==> config.mk <==
export PLATFORM = sky130hd
export DESIGN_NAME = cc_br_unit
export DESIGN_NICKNAME = d
export VERILOG_FILES = /design/src/rtl/cc_br_pkg.sv /design/src/rtl/cc_classify.sv /design/src/rtl/cc_state.sv /design/src/rtl/br_resolve.sv /design/src/rtl/cc_br_unit.sv
export SDC_FILE = /design/constraint.sdc
export NUM_CORES = 1
export LEC_CHECK = 0
export BUFFER_PORTS_ARGS = -buffer_cell sky130_fd_sc_hd__buf_2
export CAP_MARGIN = 0
export CORE_UTILIZATION = 50
export CTS_BUF_LIST = sky130_fd_sc_hd__clkbuf_2 sky130_fd_sc_hd__clkbuf_4 sky130_fd_sc_hd__clkbuf_8
export CTS_CLUSTER_DIAMETER = 120
export CTS_CLUSTER_SIZE = 20
export DETAILED_ROUTE_END_ITERATION = 8
export PLACE_DENSITY = 0.88
export SLEW_MARGIN = 20
export SYNTH_ARGS = -nofsm -noshare
export SYNTH_HDL_FRONTEND = slang
export SYNTH_SLANG_ARGS = --single-unit
==> constraint.sdc <==
create_clock -name clk -period 5.7 [get_ports clk]
set_input_delay 0.285 -clock clk [delete_from_list [all_inputs] [get_ports clk]]
set_output_delay 0.285 -clock clk [all_outputs]
set_load 0.02 [all_outputs]
==> src/rtl/cc_br_pkg.sv <==
package cc_br_pkg;
  typedef enum logic [1:0] {
    BR_COND  = 2'd0,
    BR_SAVE  = 2'd1,
    BR_COUNT = 2'd2,
    BR_RSVD  = 2'd3
  } br_kind_e;

  localparam logic [1:0] CC_ZERO = 2'd0;
  localparam logic [1:0] CC_NEG  = 2'd1;
  localparam logic [1:0] CC_POS  = 2'd2;
  localparam logic [1:0] CC_OVF  = 2'd3;

  // mask MSB selects code 0, LSB selects code 3
  function automatic logic mask_hit(input logic [3:0] mask, input logic [1:0] code);
    return mask[2'd3 - code];
  endfunction
endpackage

==> src/rtl/cc_classify.sv <==
module cc_classify #(
  parameter int DATA_W = 32
) (
  input  logic [DATA_W-1:0] value,
  input  logic              ovf,
  output logic [1:0]        code
);
  import cc_br_pkg::*;

  function automatic logic [1:0] classify(input logic [DATA_W-1:0] v, input logic o);
    if (o)            return CC_OVF;
    if (v == '0)      return CC_ZERO;
    if (v[DATA_W-1])  return CC_NEG;
    return CC_POS;
  endfunction

  assign code = classify(value, ovf);
endmodule

==> src/rtl/cc_state.sv <==
module cc_state (
  input  logic       clk,
  input  logic       rst_n,
  input  logic       res_valid,
  input  logic [1:0] res_code,
  input  logic       spm_valid,
  input  logic [1:0] spm_code,
  output logic       cc_load,
  output logic [1:0] cc
);
  logic [1:0] cc_next;

  assign cc_load = res_valid | spm_valid;

  always_comb begin
    cc_next = cc;
    if (spm_valid)      cc_next = spm_code;
    else if (res_valid) cc_next = res_code;
  end

  always_ff @(posedge clk) begin
    if (!rst_n) cc <= 2'd0;
    else        cc <= cc_next;
  end
endmodule

==> src/rtl/br_resolve.sv <==
module br_resolve #(
  parameter int DATA_W = 32,
  parameter int ADDR_W = 31
) (
  input  logic              clk,
  input  logic              rst_n,
  input  logic              br_valid,
  input  logic [1:0]        br_kind,
  input  logic [3:0]        br_mask,
  input  logic [ADDR_W-1:0] br_next_addr,
  input  logic [DATA_W-1:0] br_count,
  input  logic [1:0]        cc,
  output logic              br_hit,
  output logic              br_done,
  output logic              br_taken,
  output logic              link_we,
  output logic [ADDR_W-1:0] link_data,
  output logic              cnt_we,
  output logic [DATA_W-1:0] cnt_data
);
  import cc_br_pkg::*;

  localparam logic [DATA_W-1:0] ONE = DATA_W'(1);

  br_kind_e          kind;
  logic              link_d;
  logic              cnt_d;
  logic [DATA_W-1:0] cnt_dec;

  assign kind    = br_kind_e'(br_kind);
  assign cnt_dec = br_count - ONE;

  always_comb begin
    br_hit = 1'b0;
    link_d = 1'b0;
    cnt_d  = 1'b0;
    if (br_valid) begin
      unique case (kind)
        BR_COND:  br_hit = mask_hit(br_mask, cc);
        BR_SAVE:  begin br_hit = 1'b1; link_d = 1'b1; end
        BR_COUNT: begin br_hit = |cnt_dec; cnt_d = 1'b1; end
        BR_RSVD:  br_hit = 1'b0;
      endcase
    end
  end

  always_ff @(posedge clk) begin
    if (!rst_n) begin
      br_done   <= 1'b0;
      br_taken  <= 1'b0;
      link_we   <= 1'b0;
      cnt_we    <= 1'b0;
      link_data <= '0;
      cnt_data  <= '0;
    end else begin
      br_done  <= br_valid;
      br_taken <= br_hit;
      link_we  <= link_d;
      cnt_we   <= cnt_d;
      if (link_d) link_data <= br_next_addr;
      if (cnt_d)  cnt_data  <= cnt_dec;
    end
  end
endmodule

==> src/rtl/cc_br_unit.sv <==
module cc_br_unit #(
  parameter int DATA_W = 32,
  parameter int ADDR_W = 31
) (
  input  logic              clk,
  input  logic              rst_n,
  input  logic              res_valid,
  input  logic [DATA_W-1:0] res_value,
  input  logic              res_ovf,
  input  logic              spm_valid,
  input  logic [1:0]        spm_cc,
  input  logic              br_valid,
  input  logic [1:0]        br_kind,
  input  logic [3:0]        br_mask,
  input  logic [ADDR_W-1:0] br_next_addr,
  input  logic [DATA_W-1:0] br_count,
  output logic [1:0]        cc,
  output logic              br_done,
  output logic              br_taken,
  output logic              link_we,
  output logic [ADDR_W-1:0] link_data,
  output logic              cnt_we,
  output logic [DATA_W-1:0] cnt_data
);
  logic [1:0] res_code;
  logic       cc_load;
  logic       br_hit;

  cc_classify #(.DATA_W(DATA_W)) classify_i (
    .value (res_value),
    .ovf   (res_ovf),
    .code  (res_code)
  );

  cc_state state_i (
    .clk       (clk),
    .rst_n     (rst_n),
    .res_valid (res_valid),
    .res_code  (res_code),
    .spm_valid (spm_valid),
    .spm_code  (spm_cc),
    .cc_load   (cc_load),
    .cc        (cc)
  );

  br_resolve #(.DATA_W(DATA_W), .ADDR_W(ADDR_W)) resolve_i (
    .clk          (clk),
    .rst_n        (rst_n),
    .br_valid     (br_valid),
    .br_kind      (br_kind),
    .br_mask      (br_mask),
    .br_next_addr (br_next_addr),
    .br_count     (br_count),
    .cc           (cc),
    .br_hit       (br_hit),
    .br_done      (br_done),
    .br_taken     (br_taken),
    .link_we      (link_we),
    .link_data    (link_data),
    .cnt_we       (cnt_we),
    .cnt_data     (cnt_data)
  );
endmodule

# == Yosys cells after proc, flatten, opt, wreduce, memory -nomap -nowiden ==
# Index checks and enable logic that the tools add are counted.
# word_totals
out_inout_bits,69
latchBits,0
ff_bits,69
n_memories,0
word_cells,39
romBits,0
ramBits,0
# op_classes
order_cmp,1
div_mod_pow,0
n_eq_ne,3
n_reduce_logical,5
multipliers,0
n_bitwise,0
addsub,2
shifts,0
muxes,21
# op_table
op,n
32-bit zero test,1
32-bit OR reduction,1
"32-bit by 1-bit subtractor with 32-bit output, second input constant",1
2-bit 2-to-1 mux,8
1-bit 2-to-1 mux,11
"2-bit equality test, second input constant",2
1-bit case mux with 4 select lines,1
"2-bit by 3-bit less-than comparator with 1-bit output, second input constant",1
1-bit binary-select mux with 2-bit select,1
"2-bit by 1-bit equality test with 1-bit output, second input constant",1
2-bit zero test,1
2-bit AND reduction,1
2-bit nonzero test,1
"2-bit subtractor, first input constant",1

# == Longest topological paths before layout ==
# Gate-level depths: netlist of run 1.
# depth
ltp_word,10
ltp_mapped,9
mapped_depth_nobuf,8

# == Modules after synthesis ==
# A second synthesis of run 1 with hierarchy kept.
# unflattened
cells_unflattened,390
area_unflattened_um2,3209.3
# modules_own_cells
module,area_per_inst_um2,n_inst,cells_per_inst
br_resolve,3015.4,1,368
cc_state,101.3,1,9
cc_classify,92.6,1,13

# == Worst setup path before layout of run 1 ==
# No wires, ideal clock.
# synth_path
path_kind,in2reg
start,input br_count[1]
end,register resolve_i.br_taken
path_buffers,1
stages,9
setup_slack_ns,3.360
t_required_ns,5.570
setup_ns,0.130
arrival_time_ns,2.210
path_cell_list,inv_1 ha_1 or4b_2 clkbuf_1 nor4_1 xnor2_1 nand4_1 a2111oi_0 a21oi_1
# synth_between
elab_chain_len,3
# synth_lines
item,line_no,text
"start, declared",cc_br_unit.sv:16,"input logic [DATA_W-1:0] br_count,"
32-bit by 1-bit subtractor with 32-bit output,br_resolve.sv:31,assign cnt_dec = br_count - ONE;
32-bit OR reduction,br_resolve.sv:41,BR_COUNT: begin br_hit = |cnt_dec; cnt_d = 1'b1; end
1-bit case mux with 4 select lines,br_resolve.sv:38,unique case (kind)
"end signal, assigned",br_resolve.sv:57,br_taken <= br_hit;
"end, declared",br_resolve.sv:15,"output logic br_taken,"
# Every way passes these cells.
# A chain may end at the register's enable or synchronous reset.

# == Worst setup path in the final report of run 1 ==
# layout_path
start,input br_count[0]
end,register resolve_i.br_taken
# layout_between
elab_chain_len,3
# layout_lines
item,line_no,text
32-bit by 1-bit subtractor with 32-bit output,br_resolve.sv:31,
named net resolve_i.cnt_dec[0],br_resolve.sv:28,logic [DATA_W-1:0] cnt_dec;
32-bit OR reduction,br_resolve.sv:41,
1-bit case mux with 4 select lines,br_resolve.sv:38,
# The timed path passes the listed nets, and every way through them passes these cells.

==> qor.csv, run 1 <==
stage,metric,value,unit
run_status,outcome,"complete, but fails checks",
run_status,violations,DRC,
logic_synthesis,synth_top_area_frac,0.409,
clock_network,post_cts_buffers,0,
setup_path,cp_max_fo,7,
placed_design,place_ws,2.88,ns
setup_path,end_kind,register,
floorplan,start_util,0.526,
detailed_routing,num_vias,3719,
setup_path,arrival,2.74,ns
timing,max_freq,0.396,GHz
clock_network,cts.sinks,69,
setup_path,reg2reg_slack,4.36,ns
clock_network,cts_buffer_depth,2,
detailed_routing,wl_met2,5.16,mm
timing,setup_ws,3.17,ns
timing,max_slew.worst_pin.slew,1.04,ns
clock_network,cts_tree,yes,
detailed_routing,dr_wl_met3,595,µm
logic_synthesis,yosysWarnings,0,
pwr,seqPwrFrac,0.472,
detailed_routing,wl_met1,4.27,mm
finish,fill_cells,539,
placed_design,gp_congestion,0.941,
floorplan,num_rows,29,
detailed_routing,dr.pass1.iters,7,
min_path,hold_depth,2,
detailed_routing,wire_per_inst,15.7,µm
logic_synthesis,ys_ff_latch,69,
grt,grt_usage,0.291,
logic_synthesis,async_flop_share,0,
min_path,holdPathEnd,state_i.cc[1],
run,cap_viol_max_count,0,
logic_synthesis,syn_avg_cell_area,8.24,µm²
setup_path,setup.worst_path.class,primary input to register,
grt,grt_start_max_net_pins,63,
pwr,switching_share,0.287,
floorplan,io_pins,178,
finish,drive_above_1_share,0.364,
logic_synthesis,syn-instance-count,410,
finish,area_growth,32.0,%
floorplan,die_w,84.2,µm
pwr,ir_drop,0.000139,V
finish,final_common_cell,buf_2,
timing,slew_violations,0,
clock_network,clockRootBuffer,clkbuf_8,
min_path,hp-start,res_valid,
clock_network,cts_hold_buf,0,
grt,grt_overflow,0,
detailed_routing,ant_nets,0,
logic_synthesis,yosysSeqAreaShare,0.409,
clock_network,cts_buffers,9,
detailed_routing,drtIter0Drc,217,
setup_path,worst_ep_required_time,5.91,ns
pwr,leakagePower,1.89,nW
logic_synthesis,synth_flop_cell,dfxtp_1,
timing,setup_violations,0,
setup_path,r2r_cells,3,
timing,finalHoldViolCount,0,
grt,grt_pass1_wl,16.4,mm
clock_network,cts_resized,0,
detailed_routing,wl,10.2,mm
finish,diodes,0,
pwr,clkPwrFrac,0.358,
grt,grt_pass1_vias,3514,
floorplan,die_area,7090,µm²
detailed_routing,route.detailed.drc,12,
placed_design,hpwl,7.84,mm
clock_network,clkTransAtPathRegs,0.07,ns
timing,relSlewSlack,0.308,
logic_synthesis,synth_top_cell_by_area,dfxtp_1,
clock_network,cts.htree.levels,3,
min_path,hp-class,primary input to register,
pwr,p_int,0.775,mW
setup_path,reg2reg_to,resolve_i.br_taken,
logic_synthesis,synth_area,3380,µm²
logic_synthesis,synth_edf_count,0,
finish,final_cell_mix,"177 x buf_2, 72 x nand2_1, 69 x dfxtp_1",
timing,fin_crit_sh,0.443,
pwr,switching_power,0.312,mW
detailed_routing,vias_per_cell,5.69,
setup_path,cp-start-kind,primary input,
logic_synthesis,synth_nets,521,
timing,fin_skew,0.00439,ns
finish,fin_area,4460,µm²
timing,fin_crit,2.53,ns
clock_network,clock_latency,0.34,ns
grt,grt_antenna_before_repair,0,
logic_synthesis,yosys-top-cells-area,"dfxtp_1 41%, nand2_1 8.0%, a21oi_1 5.5%, nor2_1 4.9%, a211oi_1 4.4%",
logic_synthesis,synth.distinct_cells,56,
pwr,pwr-share-comb,0.170,
placed_design,io_buffers,177,
timing,final.setup.tns,0,ns
timing,whs,0.170,ns
placed_design,dpl_cell_area,4260,µm²
floorplan,core,6420,µm²
setup_path,rr_startpoint,state_i.cc[0],
detailed_routing,top_layer_used,met4,
floorplan,die_h,84.2,µm
timing,rsz0062_at_grt,false,
pwr,p_per_area,244,nW/µm²
finish,fin_nets,684,
[per-layer routing]
layer / track usage / vias up
met2: 0.522 / 189
met5: 0 / -
met3: 0.0393 / 26
met4: 0.114 / 0
met1: 0.353 / 1689
li1: - / 1815
[power groups by stage]
stage	Clock [mW]	Combinational [mW]	Sequential, mW
3_3_place_gp	0	0.180	0.523
4_1_cts	0.395	0.183	0.513
6_report	0.389	0.184	0.513
2_1_floorplan	0	0.0673	0.549
3_5_place_dp	0	0.182	0.524
5_1_grt	0.418	0.200	0.516
[area by class of cell]
class | instances | area, µm² | area share
multi-input cells | 311 | 1880 | 0.422
flip-flops and latches | 69 | 1380 | 0.310
repair buffers | 178 | 897 | 0.201
clock buffers | 9 | 124 | 0.0278
well taps | 77 | 96.3 | 0.0216
clock inverters | 6 | 63.8 | 0.0143
inverters | 4 | 15.0 | 0.00337
[state kept, by name, indices dropped and copies added (netlist names)]
name / count
resolve_i.cnt_data: 32
resolve_i.link_we: 1
state_i.cc: 2
resolve_i.br_done: 1
resolve_i.cnt_we: 1
resolve_i.link_data: 31
resolve_i.br_taken: 1
[worst max-delay path, stage by stage]
cell and delay (ns):
buf_2 0.14, inv_1 0.07, ha_1 0.24, or4b_2 0.70, nor4_1 0.27, xnor2_1 0.21
nand4_1 0.15, a2111oi_0 0.54, a21oi_1 0.13
[worst max-delay path by stage]
stage                           start            endpoint  slack, ns  cells past startpoint
after floorplan           br_count[1]  resolve_i.br_taken       3.36                      9
after global placement    br_count[7]  resolve_i.br_taken       2.91                      7
after detailed placement  br_count[1]  resolve_i.br_taken       2.88                      9
after CTS                 br_count[1]  resolve_i.br_taken       3.26                      9
after global routing      br_count[0]  resolve_i.br_taken       3.11                      9
final                     br_count[0]  resolve_i.br_taken       3.17                      9
[cell usage after synthesis, drive strengths merged, types with 6 or more instances]
library cell,count
nand2,72
nor3,8
clkbuf,21
a211oi,21
dfxtp,69
xnor2,12
or3,7
xor2,9
nor2,44
a21oi,37
o21ai,8
or4,6
nor4,19
a311oi,7
nand4,10
[through the flow]
stage	cells	total power, mW	utilization
floorplan	410	0.616	-
global placement	638	0.703	0.663
detailed placement	638	0.706	0.663
CTS	653	1.09	0.692
global route	654	1.13	0.694
finish	654	1.09	0.694
[logic make-up (layout without fill, tap and decap cells)]
group | count (synthesis) | in the layout | synth area share
and+or+nand+nor | 195 | 195 | 0.310
AOI/OAI and AO/OA | 91 | 91 | 0.175
DFF | 69 | 69 | 0.409
buffers and inverters | 30 | 197 | 0.0348
xor gates and xnor gates | 21 | 21 | 0.0545
adders and majority gates | 2 | 2 | 0.00741
muxes | 2 | 2 | 0.00963
Power figures use the tool's default switching activity.
==> run 2, diff against run 1 <==
- CORE_UTILIZATION: 50 -> 47
- PLACE_DENSITY: 0.88 -> 0.83
- clock period: 5.7 -> 2.6 ns (I/O delays scaled with it)
==> run 2 against run 1 <==
The run now ends clean. Clock skew is essentially flat. Setup slack worse by 2.7 ns. Combinational power rose by 120%. Critical path depth up 1. Largest cell class unchanged. Global-route usage shrank 1.8 points. Hold slack got worse by 0.15 ns. Wire length increased by 0.63%. Critical path type unchanged.
==> qor.csv, run 2 (synthesized netlist as in run 1, its figures left out) <==
stage,metric,value,unit,change
finish,area_growth,36.3,%,
timing,max_slew.worst_pin.slew,1.04,ns,-0.000114 ns
detailed_routing,vias_per_cell,5.46,,-4.0%
clock_network,cts_buffers,9,,unchanged
grt,grt_start_max_net_pins,63,,unchanged
timing,fin_crit_sh,0.805,,
timing,final.setup.tns,0,ns,unchanged
clock_network,post_cts_buffers,0,,unchanged
timing,relSlewSlack,0.308,,about the same
clock_network,clockRootBuffer,clkbuf_8,,
grt,grt_pass1_wl,15.8,mm,-3.9%
grt,grt_pass1_vias,3367,,-4.2%
timing,finalHoldViolCount,0,,unchanged
finish,largest_reg_flops,32,,unchanged
pwr,p_per_area,530,nW/µm²,+120%
min_path,hp-class,primary input to register,,
clock_network,cts.htree.levels,3,,unchanged
min_path,holdPathEnd,resolve_i.link_data[28],,
min_path,hold_depth,3,,+1
finish,diodes,0,,unchanged
timing,rsz0062_at_grt,false,,
setup_path,cp_max_fo,5,,-2
setup_path,r2r_cells,3,,unchanged
detailed_routing,ant_nets,0,,unchanged
clock_network,cts_resized,0,,unchanged
clock_network,cts_buffer_depth,2,,unchanged
detailed_routing,num_vias,3752,,+0.89%
floorplan,io_pins,178,,unchanged
timing,fin_skew,0.00395,ns,-0.000439 ns
clock_network,cts_hold_buf,1,,+1
grt,grt_overflow,0,,unchanged
setup_path,reg2reg_slack,1.17,ns,-3.19 ns
clock_network,cts.sinks,69,,unchanged
finish,drive_above_1_share,0.372,,+0.00830
setup_path,arrival,2.31,ns,-0.43 ns
detailed_routing,route.detailed.drc,0,,-12
floorplan,die_h,86.8,µm,+3.1%
finish,layoutNonFillerInstCount,687,,+5.0%
clock_network,clkTransAtPathRegs,0.08,ns,about the same
finish,reg.largest.list,"resolve_i.cnt_data: 32 flops, resolve_i.link_data: 31 flops, state_i.cc: 2 flops",,
setup_path,end_kind,register,,
clock_network,cts_tree,yes,,
setup_path,cp-start-kind,primary input,,
placed_design,io_buffers,177,,unchanged
setup_path,worst_ep_required_time,2.82,ns,-3.09 ns
clock_network,clock_latency,0.34,ns,about the same
setup_path,reg2reg_to,resolve_i.br_taken,,
detailed_routing,dr.pass1.iters,4,,-3
finish,fin_nets,697,,+1.9%
floorplan,num_rows,30,,+3.4%
detailed_routing,wire_per_inst,15.0,µm,-4.2%
floorplan,die_w,86.8,µm,+3.1%
setup_path,setup.worst_path.class,primary input to register,,
placed_design,gp_congestion,1.01,,+6.9%
finish,final_common_cell,buf_2,,
run,cap_viol_max_count,0,,unchanged
run_status,outcome,"finished, final reports clean",,
finish,regMostFlops,resolve_i.cnt_data,,
min_path,hp-start,br_next_addr[28],,
detailed_routing,drtIter0Drc,232,,+6.9%
setup_path,rr_startpoint,state_i.cc[0],,
floorplan,core,6870,µm²,+7.0%
pwr,leakagePower,1.95,nW,+3.4%
grt,grt_usage,0.273,,-0.0178
pwr,ir_drop,0.000286,V,+110%
floorplan,start_util,0.492,,-0.0342
timing,fin_crit,2.09,ns,
timing,max_freq,0.478,GHz,
timing,slew_violations,0,,unchanged
finish,postLayoutCoreUtil,0.670,,-0.0242
grt,grt_antenna_before_repair,0,,unchanged
detailed_routing,wl,10.3,mm,+0.63%
finish,final_cell_mix,"177 x buf_2, 72 x nand2_1, 69 x dfxtp_1",,
floorplan,die_area,7530,µm²,+6.2%
placed_design,placed_cells,668,,+4.7%
timing,setup_violations,0,,unchanged
placed_design,hpwl,7.95,mm,+1.4%
[run 2: cell types whose count changed in the layout (fill, tap and decap cells not counted)]
cell / delta
clkinv_4: +1
and3b_2: -1
clkbuf_8: +1
dlygate4sd3_1: +3
and3b_1: +1
clkinv_2: -2
clkinvlp_4: +1
buf_6: -1
buf_4: +11
[run 2: layout make-up]
class                      count  area [µm²]
tap                           96         120
clock buffer                  10         138
multi-input combinational    311        1880
fill                         608        2270
sequential                    69        1380
inverter                       4        15.0
clock inverter                 6        70.1
timing repair buffer         191         998
[run 2: how the worst max path moves through the flow]
stage / slack (ns) / endpoint / startpoint / cells past startpoint
finish: 0.51 / resolve_i.br_taken / br_count[1] / 10
global route: 0.41 / resolve_i.br_taken / br_count[0] / 9
CTS: 0.54 / resolve_i.br_taken / br_count[0] / 10
detailed placement: 0.15 / resolve_i.br_taken / br_count[0] / 10
global placement: 0.28 / resolve_i.br_taken / br_count[1] / 9
floorplan: 0.41 / resolve_i.br_taken / br_count[1] / 9
[run 2: layer usage]
layer	GRT usage	share of wire	vias up
li1	-	-	1849
met1	0.346	0.41	1719
met2	0.464	0.50	164
met3	0.0590	0.066	20
met4	0.0879	0.023	0
met5	0	0	-
[run 2: where the power goes]
group / switching [mW] / total (mW) / internal [mW]
registers: 0.0232 / 1.13 / 1.10
logic: 0.246 / 0.411 / 0.165
clock network: 0.428 / 0.902 / 0.474
[run 2: metrics by stage]
step	hold WS, ns	cell area (µm²)	setup WS (ns)	total power, mW
5_1_grt	0.00607	4600	0.411	2.55
6_report	0.0187	4600	0.506	2.44
3_5_place_dp	0.366	4360	0.149	1.55
3_3_place_gp	0.353	4360	0.282	1.55
4_1_cts	0.00188	4580	0.541	2.46
2_1_floorplan	0.206	3380	0.415	1.35
[run 2: worst max-delay path, stage by stage]
cell and delay, ns:
buf_2 0.13, inv_1 0.08, ha_1 0.25, or4b_2 0.64
buf_4 0.18, xnor2_1 0.12, nor3_1 0.15, o21ai_0 0.11
a2111oi_0 0.42, a21oi_1 0.12
